**src/rtl/sd_dpath_ctr.sv**
```systemverilog
module sd_dpath_ctr #(
  parameter int LEN_W = 25,
  parameter int TMO_W = 32,
  parameter int BSZ_W = 4,
  parameter int CTL_W = 14,
  parameter int STS_W = 13
) (
  input  logic             clk,
  input  logic             rst_n,
  input  logic             ctrl_we,
  input  logic [CTL_W-1:0] ctrl_i,
  input  logic [LEN_W-1:0] len_i,
  input  logic [TMO_W-1:0] tmo_i,
  input  logic             byte_i,
  input  logic             wait_i,
  input  logic             crc_err_i,
  input  logic             undr_i,
  input  logic             ovr_i,
  output logic [STS_W-1:0] sts_o,
  output logic [LEN_W-1:0] remain_o,
  output logic             dir_o,
  output logic             fifo_flush_o
);
  localparam int BLK_W = 1 << BSZ_W;

  logic             act, dir, f_crc, f_tmo, f_und, f_ovr, f_dend, p_bend;
  logic [BSZ_W-1:0] bsz;
  logic [LEN_W-1:0] rem;
  logic [TMO_W-1:0] tmo_val, tmo_cnt;
  logic [BLK_W-1:0] blk_cnt;

  logic en_w, tmo_hit, und_hit, ovr_hit, err, blk_last;
  logic unused_ctrl;

  assign en_w     = ctrl_we & ctrl_i[0];
  assign tmo_hit  = wait_i & ~byte_i & (tmo_cnt == '0);
  assign und_hit  = undr_i & ~dir;
  assign ovr_hit  = ovr_i & dir;
  assign err      = crc_err_i | und_hit | ovr_hit | tmo_hit;
  assign blk_last = blk_cnt == ((BLK_W'(1) << bsz) - BLK_W'(1));
  assign unused_ctrl = ^{ctrl_i[12:8], ctrl_i[3:2]};

  always_ff @(posedge clk) begin
    if (!rst_n) begin
      act     <= 1'b0;
      dir     <= 1'b0;
      bsz     <= '0;
      rem     <= '0;
      tmo_val <= '0;
      tmo_cnt <= '0;
      blk_cnt <= '0;
      f_crc   <= 1'b0;
      f_tmo   <= 1'b0;
      f_und   <= 1'b0;
      f_ovr   <= 1'b0;
      f_dend  <= 1'b0;
      p_bend  <= 1'b0;
    end else begin
      p_bend <= 1'b0;
      if (en_w) begin
        dir     <= ctrl_i[1];
        bsz     <= ctrl_i[7:4];
        rem     <= len_i;
        tmo_val <= tmo_i;
        tmo_cnt <= tmo_i;
        blk_cnt <= '0;
        f_crc   <= 1'b0;
        f_tmo   <= 1'b0;
        f_und   <= 1'b0;
        f_ovr   <= 1'b0;
        f_dend  <= (len_i == '0);
        act     <= (len_i != '0);
      end else if (ctrl_we) begin
        act <= 1'b0;
      end else if (act) begin
        if (err) begin
          act <= 1'b0;
          if (crc_err_i) f_crc <= 1'b1;
          if (und_hit)   f_und <= 1'b1;
          if (ovr_hit)   f_ovr <= 1'b1;
          if (tmo_hit)   f_tmo <= 1'b1;
        end else if (byte_i) begin
          rem     <= rem - LEN_W'(1);
          tmo_cnt <= tmo_val;
          if (blk_last) begin
            p_bend  <= 1'b1;
            blk_cnt <= '0;
          end else begin
            blk_cnt <= blk_cnt + BLK_W'(1);
          end
          if (rem == LEN_W'(1)) begin
            f_dend <= 1'b1;
            act    <= 1'b0;
          end
        end else if (wait_i) begin
          tmo_cnt <= tmo_cnt - TMO_W'(1);
        end
      end
    end
  end

  always_comb begin
    sts_o     = '0;
    sts_o[1]  = f_crc;
    sts_o[3]  = f_tmo;
    sts_o[4]  = f_und;
    sts_o[5]  = f_ovr;
    sts_o[8]  = f_dend;
    sts_o[10] = p_bend;
    sts_o[12] = act;
  end

  assign remain_o     = rem;
  assign dir_o        = dir;
  assign fifo_flush_o = ctrl_we & ctrl_i[13];
endmodule

```
**config.mk**
```make
export PLATFORM = sky130hd
export DESIGN_NAME = sd_dpath_ctr
export DESIGN_NICKNAME = d
export VERILOG_FILES = /design/src/rtl/sd_dpath_ctr.sv
export SDC_FILE = /design/constraint.sdc
export NUM_CORES = 1
export LEC_CHECK = 0
export ABC_AREA = 1
export ABC_CLOCK_PERIOD_IN_PS = 2430
export BUFFER_PORTS_ARGS = -buffer_cell sky130_fd_sc_hd__buf_2
export CAP_MARGIN = 20
export CORE_UTILIZATION = 30
export CTS_CLUSTER_SIZE = 40
export DETAILED_ROUTE_END_ITERATION = 12
export GPL_ROUTABILITY_DRIVEN = 0
export PLACE_DENSITY = 0.45
export SLEW_MARGIN = 15
export SYNTH_ARGS = -nofsm -noshare
export SYNTH_HDL_FRONTEND = slang
export SYNTH_SLANG_ARGS = --single-unit
```
**constraint.sdc**
```tcl
create_clock -name clk -period 2.43 [get_ports clk]
set_clock_uncertainty 0.05 [all_clocks]
set_input_delay 0.6075 -clock clk [delete_from_list [all_inputs] [get_ports clk]]
set_output_delay 0.6075 -clock clk [all_outputs]
set_load 0.005 [all_outputs]
```
==> impl_metrics.yaml, run 1 <==
detailed_routing:
  routedWlPerCell_um: 14.7
  vias: 7239
  ant_nets: 0
  drc: 0
  drt-initial-drc-count: 411
  dr.pass1.iters: 5
  drt_wl_total_um: 22600
  vias_per_cell: 4.70
cells_and_area:
  final_cell_mix: "280 x nand2_1, 152 x nor2_1, 117 x dfxtp_1"
  n_antenna_cell: 0
  fin_cells: 1540
  fin_nets: 1292
  final_common_cell: "nand2_1"
  final_util_pct: 37.3
  area_growth_pct: 22.0
  drive_gt1_share_pct: 19.6
  fill_cells: 2662
die:
  die-area_sq_um: 24500
  boundaryPins: 119
  start_util_pct: 30.6
  rows: 56
  fp.dieH_um: 156
  die_x_um: 156
  core_sq_um: 23400
logic_synthesis:
  syn_area_sq_um: 7150
  ys_types: 47
  synth_area_leaders: "dfxtp_1 33%, nand2_1 15%, nor2_1 8.0%, nand3_1 4.6%, inv_1 4.5%"
  synth_cells: 1092
  ys_ff_latch: 117
  ys_seq_area_share_pct: 32.8
  synth_top_cell_by_area: "dfxtp_1"
  syn_avg_cell_area_sq_um: 6.55
  synth_edf_count: 0
  async_reset_ff_share_pct: 0
  synth_top_area_share_pct: 32.8
  yosysWarnings: 0
  synth_top_flop_cell: "dfxtp_1"
critical_path:
  worstPathArrival_ns: 2.50
  cp_common_cell: "nand2_1"
  cp_data_required_time_ns: 2.69
  critPathCaptureType: "register"
  cp-start-kind: "register"
  crit_path_start: "bsz[2]"
  critPathMaxFanout: 12
  slowest_stage: "dfxtp_1"
  r2r-start: "bsz[2]"
  slowest_delay_ns: 0.33
  path_cells: "nor2_4 -> nand3_1 -> ha_1 -> buf_4 -> nand2_1 -> nand2_1 -> nand3_1 -> nand2_1 -> nor3_2 -> nand4_2 -> nand2_2 -> buf_12 -> nor2_1"
  crit_type: "reg -> reg"
clock_tree:
  clockBufferDepth: 2
  clock_latency_ns: 0.43
  cts_setup_buffers: 0
  path_clk_slew_ns: 0.06
  numClockSinks: 117
  cts_buffers: 17
  tritoncts: "done"
  clockRootBuffer: "clkbuf_16"
  htreeDepth: 4
place:
  dp_cells: 1508
  hpwl_um: 16800
  dp_worst_setup_slack_ns: 0.124
  portBuffers: 105
global_route:
  grt_pass1_wl_um: 36800
  grt_max_degree: 32
  antenna_found_initial: 0
  grt_use_total_pct: 19.3
  grt_pass1_vias: 6944
  grt_overflow: 0
power_and_ir_drop:
  p_int_mw: 3.93
  power_switching_share_pct: 30.4
  clock_power_share_pct: 43.3
  combPwrFrac_pct: 19.5
  power_density_nw_per_um2: 648
  ir_drop_mv: 0.360
  switching_power_mw: 1.72
  pwr-share-seq_pct: 37.2
  power_leakage_nw: 3.85
min_path:
  hp-class: "in -> reg"
  hold_start: "ctrl_i[1]"
sta:
  setup_slack_ns: 0.184
  setup_viol: 0
  fin_hold_ws_ns: 0.389
  min_period_ns: 2.25
  setup_tns_ns: 0
  hold_viol_final: 0
  period_share_pct: 92.4
  rsz0062_at_grt: "false"
  slew_violations: 0
  fmax_mhz: 445
run:
  maxCapViolations: 0
outcome:
  status: "completed"
-- layer usage --
layer	GRT usage, %	part of all wire [%]	up-vias
met1	26.4	50	3287
met4	5.18	0.70	0
met5	0	0	-
met2	31.5	45	140
met3	2.99	3.6	10
li1	-	-	3802
-- cells in the mapped netlist, types with 4 or more instances --
master / count
buf_4: 16
inv_1: 86
a31oi_2: 5
o21ai_1: 5
nand4_1: 18
a21oi_1: 58
nor2_4: 4
xnor2_1: 11
nand3_1: 66
nand2_1: 280
nor2_2: 16
xor2_1: 31
a21oi_2: 4
nor4_1: 7
o211ai_1: 13
nand3b_1: 4
o21ai_0: 64
inv_2: 4
buf_2: 5
ha_1: 5
nor2_1: 152
clkbuf_1: 27
nand2_4: 5
dfxtp_1: 117
a31oi_1: 20
nor3_1: 17
o22ai_1: 7
nand2_2: 9
-- flip-flops by register name, indices dropped and copies added, names as in the netlist, 4 cells and up --
signal,flops
remain_o,25
bsz,4
blk_cnt,16
tmo_cnt,32
tmo_val,32
-- worst max-delay path, delay by kind of cell (launching register included) --
kind | cells | cell delay (ns)
flops | 1 | 0.33
buf+inv | 2 | 0.30
fa+ha+maj | 1 | 0.23
simple gates | 10 | 1.23
-- worst paths after layout --
check	to	slack (ns)	cells after the start
max	blk_cnt[5]	0.18	13
max reg2reg	blk_cnt[5]	0.18	13
min	dir_o	0.39	3
min reg2reg	f_crc	0.40	2
-- power groups by stage --
| stage | Combinational, mW | Clock, mW | Sequential [mW] |
|---|---|---|---|
| floorplan | 0.761 | 0 | 2.12 |
| global placement | 1.10 | 0 | 2.14 |
| detailed placement | 1.10 | 0 | 2.14 |
| CTS | 1.11 | 2.51 | 2.10 |
| global route | 1.25 | 2.60 | 2.11 |
| finish | 1.10 | 2.44 | 2.10 |
-- per-stage QoR --
step                instance area (sq um)  power (mW)
finish                               8720        5.65
detailed placement                   8150        3.24
floorplan                            7170        2.88
global route                         8720        5.97
global placement                     8150        3.24
CTS                                  8710        5.72
-- area by class of cell --
class / count / area (sq um) / area share (%)
multi-input combinational: 832 / 4170 / 47.8
sequential: 117 / 2340 / 26.9
timing repair buffer: 147 / 891 / 10.2
clock buffer: 24 / 492 / 5.64
tap: 319 / 399 / 4.58
inverter: 93 / 357 / 4.09
clock inverter: 8 / 73.8 / 0.846
-- cells by family (layout without fill, tap and decap cells) --
kind of cell,count (synthesis),after routing,synth area share [%]
buf+inv,148,272,9.34
compound gates,192,192,16.0
fa+ha+maj,5,5,0.875
simple gates,587,587,35.8
flops,117,117,32.8
other cells,1,6,0.0524
xor+xnor,42,42,5.14
-- what timing repair did --
item | 4_1_cts | 5_1_grt
endpoints found under the setup margin | 0 | 4
resized for setup | 0 | 2
hold buffers | 0 | 0
endpoints found under the hold margin | 0 | 0
Note: power is estimated with default switching activity, not from simulation.
==> run 2, diff against run 1 <==
--- a/config.mk
+++ b/config.mk
@@ -6,14 +6,14 @@
 export NUM_CORES = 1
 export LEC_CHECK = 0
 export ABC_AREA = 1
-export ABC_CLOCK_PERIOD_IN_PS = 2430
+export ABC_CLOCK_PERIOD_IN_PS = 2000
 export BUFFER_PORTS_ARGS = -buffer_cell sky130_fd_sc_hd__buf_2
 export CAP_MARGIN = 20
 export CORE_UTILIZATION = 30
 export CTS_CLUSTER_SIZE = 40
 export DETAILED_ROUTE_END_ITERATION = 12
 export GPL_ROUTABILITY_DRIVEN = 0
-export PLACE_DENSITY = 0.45
+export PLACE_DENSITY = 0.47
 export SLEW_MARGIN = 15
 export SYNTH_ARGS = -nofsm -noshare
 export SYNTH_HDL_FRONTEND = slang
==> constraint.sdc (replaced) <==
create_clock -name clk -period 2 [get_ports clk]
set_clock_uncertainty 0.05 [all_clocks]
set_input_delay 0.5 -clock clk [delete_from_list [all_inputs] [get_ports clk]]
set_output_delay 0.5 -clock clk [all_outputs]
set_load 0.005 [all_outputs]
==> run 2 against run 1 <==
Effect of this change: the run now ends with setup timing left; final cell count grew 5.6%; via count grew 6.2%; worst hold slack lost 0.11 ns; fmax grew 7.3%; design area grew 14%; critical path depth shrank 1; sequential cell count is the same; global-route usage grew 0.089 points.
==> impl_metrics.yaml, run 2 (synthesis gave the netlist of run 1 again) <==
sta:
  hold_viol_final: 0
  setup_viol: 13
  setup_slack_ns: -0.0937
  fmax_mhz: 478
  worstMarginPinSlew_ns: 0.529
  rsz0062_at_grt: "true"
  setup_tns_ns: -1.05
  fin_hold_ws_ns: 0.277
  slew_headroom_pct: 64.7
  slew_violations: 0
  min_period_ns: 2.09
  period_share_pct: 105
outcome:
  status: "finished with violations"
  violations: "setup timing"
min_path:
  hp-class: "in -> reg"
power_and_ir_drop:
  power_density_nw_per_um2: 730
  finalPower_mw: 7.25
  pwr-share-seq_pct: 35.1
  power_leakage_nw: 4.39
  p_int_mw: 4.95
  switching_power_mw: 2.29
  combPwrFrac_pct: 23.7
  clock_power_share_pct: 41.2
  power_switching_share_pct: 31.7
  ir_drop_mv: 0.439
global_route:
  grt_overflow: 0
  grt_use_total_pct: 19.4
  grt_max_degree: 43
  grt_pass1_vias: 7071
  grt_pass1_wl_um: 36800
  antenna_found_initial: 0
cells_and_area:
  area_growth_pct: 38.8
  fill_cells: 2551
  final_common_cell: "nand2_1"
  final_util_pct: 42.4
  drive_gt1_share_pct: 31.3
  multi_input_area_sq_um: 4530
  fin_nets: 1379
  fin_cells: 1627
  final_cell_mix: "264 x nand2_1, 125 x nor2_1, 107 x buf_4"
  seq_area_sq_um: 2360
  n_antenna_cell: 0
die:
  rows: 56
  core_sq_um: 23400
  fp.dieH_um: 156
  die_x_um: 156
  start_util_pct: 30.6
  die-area_sq_um: 24500
  boundaryPins: 119
detailed_routing:
  vias_per_cell: 4.72
  vias: 7686
  ant_nets: 0
  drt_wl_total_um: 24200
  drc: 0
  dr.pass1.iters: 7
  drt-initial-drc-count: 402
  routedWlPerCell_um: 14.8
place:
  hpwl_um: 17200
  portBuffers: 105
  dp_cells: 1569
clock_tree:
  cts-hold-fix-buffers: 0
  path_clk_slew_ns: 0.06
  tritoncts: "done"
  numClockSinks: 117
  htreeDepth: 4
  clock_latency_ns: 0.43
  clockRootBuffer: "clkbuf_16"
  cts_buffers: 17
  clockBufferDepth: 2
critical_path:
  critPathMaxFanout: 6
  critPathCaptureType: "register"
  worstPathArrival_ns: 2.37
  crit_type: "reg -> reg"
  cp-start-kind: "register"
  cp_data_required_time_ns: 2.27
run:
  maxCapViolations: 0
## run 2: cell count changes in the layout (fill, tap and decap cells not counted), sizes merged
cell	change
buf	+84
clkinv	+2
clkbuf	-1
clkinvlp	+1
nand2	+1
## run 2: critical path, cell delays in order (launching register included)
cell and delay, ns:
dfxtp_2 0.33, nor2_4 0.14, nand3_2 0.10, ha_4 0.29, xor2_2 0.14, nand3_1 0.08
nor2_1 0.10, nand3_1 0.10, nor3_2 0.17, nand4_2 0.16, nand2_4 0.13, clkbuf_16 0.16
nor2_2 0.04
## run 2: power by group through the flow
stage,clock [mW],combinational [mW],sequential (mW)
finish,2.98,1.72,2.54
floorplan,0,0.937,2.58
global placement,0,1.53,2.58
detailed placement,0,1.54,2.58
CTS,3.04,1.56,2.53
global route,3.16,1.91,2.56
## run 2: final timing paths
path                            startpoint           to  slack, ns  depth (start not counted)
worst max register to register      bsz[2]  blk_cnt[12]      -0.09                         12
worst min-delay path             ctrl_i[1]        dir_o       0.28                          3
worst max-delay path                bsz[2]  blk_cnt[12]      -0.09                         12
worst min register to register       f_crc        f_crc       0.40                          2
## run 2: stage by stage
step | instance area, sq um | worst slack (ns)
6_report | 9930 | -0.0937
5_1_grt | 9930 | -0.183
4_1_cts | 9310 | -0.0688
3_5_place_dp | 8700 | -0.169
3_3_place_gp | 8700 | -0.135
2_1_floorplan | 7200 | 0.00758
## run 2: final cells by class
class | instances | area share, %
flip-flops and latches | 117 | 23.8
clock buffers | 21 | 4.64
clock inverters | 11 | 1.03
well taps | 319 | 4.02
multi-input cells | 833 | 45.6
repair buffers | 233 | 17.1
inverters | 93 | 3.82
## run 2: metal layers
metal / up-vias / GRT usage (%) / wire, um
met5: - / 0 / 0
met4: 0 / 4.62 / 269
met1: 3504 / 26.3 / 11700
met3: 20 / 3.66 / 1060
li1: 3994 / - / -
met2: 168 / 31.7 / 11100
## run 2: timing repair
| action | 4_1_cts | 5_1_grt |
|---|---|---|
| resized for setup | 13 | 125 |
| endpoints found under the setup margin | 29 | 68 |
| pin swaps | 5 | 27 |
| cloned | 0 | 3 |
| setup buffers | 1 | 23 |
==> run 3, diff against run 2 <==
--- a/config.mk
+++ b/config.mk
@@ -6,14 +6,14 @@
 export NUM_CORES = 1
 export LEC_CHECK = 0
 export ABC_AREA = 1
-export ABC_CLOCK_PERIOD_IN_PS = 2000
+export ABC_CLOCK_PERIOD_IN_PS = 2400
 export BUFFER_PORTS_ARGS = -buffer_cell sky130_fd_sc_hd__buf_2
 export CAP_MARGIN = 20
 export CORE_UTILIZATION = 30
 export CTS_CLUSTER_SIZE = 40
 export DETAILED_ROUTE_END_ITERATION = 12
 export GPL_ROUTABILITY_DRIVEN = 0
-export PLACE_DENSITY = 0.47
+export PLACE_DENSITY = 0.45
 export SLEW_MARGIN = 15
 export SYNTH_ARGS = -nofsm -noshare
 export SYNTH_HDL_FRONTEND = slang
==> constraint.sdc (replaced) <==
create_clock -name clk -period 2.4 [get_ports clk]
set_clock_uncertainty 0.05 [all_clocks]
set_input_delay 0.6 -clock clk [delete_from_list [all_inputs] [get_ports clk]]
set_output_delay 0.6 -clock clk [all_outputs]
set_load 0.005 [all_outputs]
==> run 3 against run 2 <==
Effect of this change: sequential power is 16% lower; count of clock-buffer cells in the layout stayed put; clock power is 12% lower; worst hold slack better by 0.11 ns; the run now ends clean; critical path type unchanged; sequential cell count stayed put.
==> impl_metrics.yaml, run 3 (synthesis gave the netlist of run 1 again) <==
outcome:
  status: "completed"
detailed_routing:
  routedWlPerCell_um: 14.6
  drc: 0
  vias_per_cell: 4.74
  ant_nets: 0
  dr.pass1.iters: 5
  vias: 7317
  drt-initial-drc-count: 365
  drt_wl_total_um: 22500
sta:
  setup_viol: 0
  fmax_mhz: 449
  period_share_pct: 92.8
  rsz0062_at_grt: "false"
  fin_hold_ws_ns: 0.383
  hold_viol_final: 0
  slew_violations: 0
  setup_tns_ns: 0
  min_period_ns: 2.23
die:
  die_x_um: 156
  fp.dieH_um: 156
  rows: 56
  core_sq_um: 23400
  boundaryPins: 119
  die-area_sq_um: 24500
  start_util_pct: 30.6
place:
  hpwl_um: 16800
  portBuffers: 105
critical_path:
  path_cells: "nand3_1 -> ha_2 -> xor2_1 -> nand3_1 -> nor2_1 -> nand3_1 -> nor3_2 -> nand4_2 -> nand2_2 -> buf_12 -> nor2_1"
  timing.reg2reg.setup_slack_ns: 0.17
  cp_top_family: "simple AND/OR/NAND/NOR gates"
  critPathMaxFanout: 12
  cp_common_cell: "nand3_1"
  slowest_stage: "dfxtp_1"
  crit_cells: 11
  worstPathArrival_ns: 2.49
  crit_buf_inv: 1
  endpoint: "blk_cnt[5]"
  cp-start-kind: "register"
  crit_type: "reg -> reg"
  crit_path_start: "bsz[0]"
  rr_endpoint: "blk_cnt[5]"
  critPathCaptureType: "register"
  slowest_delay_ns: 0.44
  reg2reg_depth: 11
  r2r-start: "bsz[0]"
  cp_data_required_time_ns: 2.67
global_route:
  grt_use_total_pct: 19.2
  grt_pass1_vias: 6802
  antenna_found_initial: 0
  grt_pass1_wl_um: 36300
  grt_overflow: 0
  grt_max_degree: 40
clock_tree:
  tritoncts: "done"
  clock_latency_ns: 0.43
  numClockSinks: 117
  path_clk_slew_ns: 0.06
  clockRootBuffer: "clkbuf_16"
  htreeDepth: 4
  clockBufferDepth: 2
  cts_buffers: 17
  cts-hold-fix-buffers: 0
power_and_ir_drop:
  ir_drop_mv: 0.317
  combPwrFrac_pct: 19.1
  power_leakage_nw: 3.89
  power_switching_share_pct: 30.3
  pwr-share-seq_pct: 36.2
  power_density_nw_per_um2: 669
  switching_power_mw: 1.78
  clock_power_share_pct: 44.7
  p_int_mw: 4.10
cells_and_area:
  area_growth_pct: 23.0
  fill_cells: 2618
  n_antenna_cell: 0
  final_cell_mix: "280 x nand2_1, 152 x nor2_1, 116 x dfxtp_1"
  drive_gt1_share_pct: 20.5
  final_util_pct: 37.6
  fin_nets: 1297
  multi_input_area_sq_um: 4170
  seq_area_sq_um: 2340
  final_common_cell: "nand2_1"
run:
  maxCapViolations: 0
min_path:
  hp-class: "in -> reg"
  holdPathStages: 3
==> run 3: worst register-to-register path, stage by stage (launching register included) <==
cell,delay (ns)
dfxtp_1,0.44
nand3_1,0.14
ha_2,0.35
xor2_1,0.17
nand3_1,0.09
nor2_1,0.12
nand3_1,0.10
nor3_2,0.18
nand4_2,0.15
nand2_2,0.13
buf_12,0.15
nor2_1,0.06
==> run 3: power by group through the flow <==
stage          clock network [mW]  logic (mW)  registers (mW)
2_1_floorplan                   0       0.771            2.15
3_3_place_gp                    0        1.12            2.17
3_5_place_dp                    0        1.12            2.17
4_1_cts                      2.70        1.12            2.13
5_1_grt                      2.76        1.28            2.14
6_report                     2.63        1.13            2.13
==> run 3: layer usage <==
layer | track usage [%] | share of wire [%] | up-vias | wire length, um
met5 | 0 | 0 | - | 0
met4 | 5.93 | 1.3 | 0 | 290
met3 | 3.24 | 4.6 | 23 | 1040
met2 | 30.8 | 45 | 164 | 10100
met1 | 26.1 | 49 | 3309 | 11000
li1 | - | - | 3821 | -
==> run 3: area by class of cell <==
class | instances | area share [%]
sequential | 117 | 26.7
clock inverter | 11 | 1.39
tap | 319 | 4.54
timing repair buffer | 152 | 10.4
clock buffer | 21 | 5.46
inverter | 93 | 4.10
multi-input combinational | 832 | 47.4
==> run 3: through the flow <==
stage | std cells | power [mW] | worst slack, ns | area [sq um]
final | 1545 | 5.88 | 0.174 | 8790
after global routing | 1545 | 6.18 | 0.00340 | 8790
after CTS | 1544 | 5.95 | 0.142 | 8770
after floorplan | 1097 | 2.92 | 0.301 | 7170
after detailed placement | 1512 | 3.28 | 0.0740 | 8170
after global placement | 1512 | 3.29 | 0.118 | 8170
==> run 3: worst min path at each step <==
| stage | start | endpoint | slack (ns) |
|---|---|---|---|
| global placement | f_crc | f_crc | 0.39 |
| global route | crc_err_i | f_crc | 0.40 |
| detailed placement | f_crc | f_crc | 0.39 |
| CTS | ctrl_i[1] | dir_o | 0.37 |
| finish | ctrl_i[1] | dir_o | 0.38 |
| floorplan | f_crc | f_crc | 0.38 |
==> run 3: timing repair <==
action                                  in CTS  in global routing
gates resized for setup                      0                  6
endpoints found under the setup margin       0                 18
buffers inserted                             0                  1
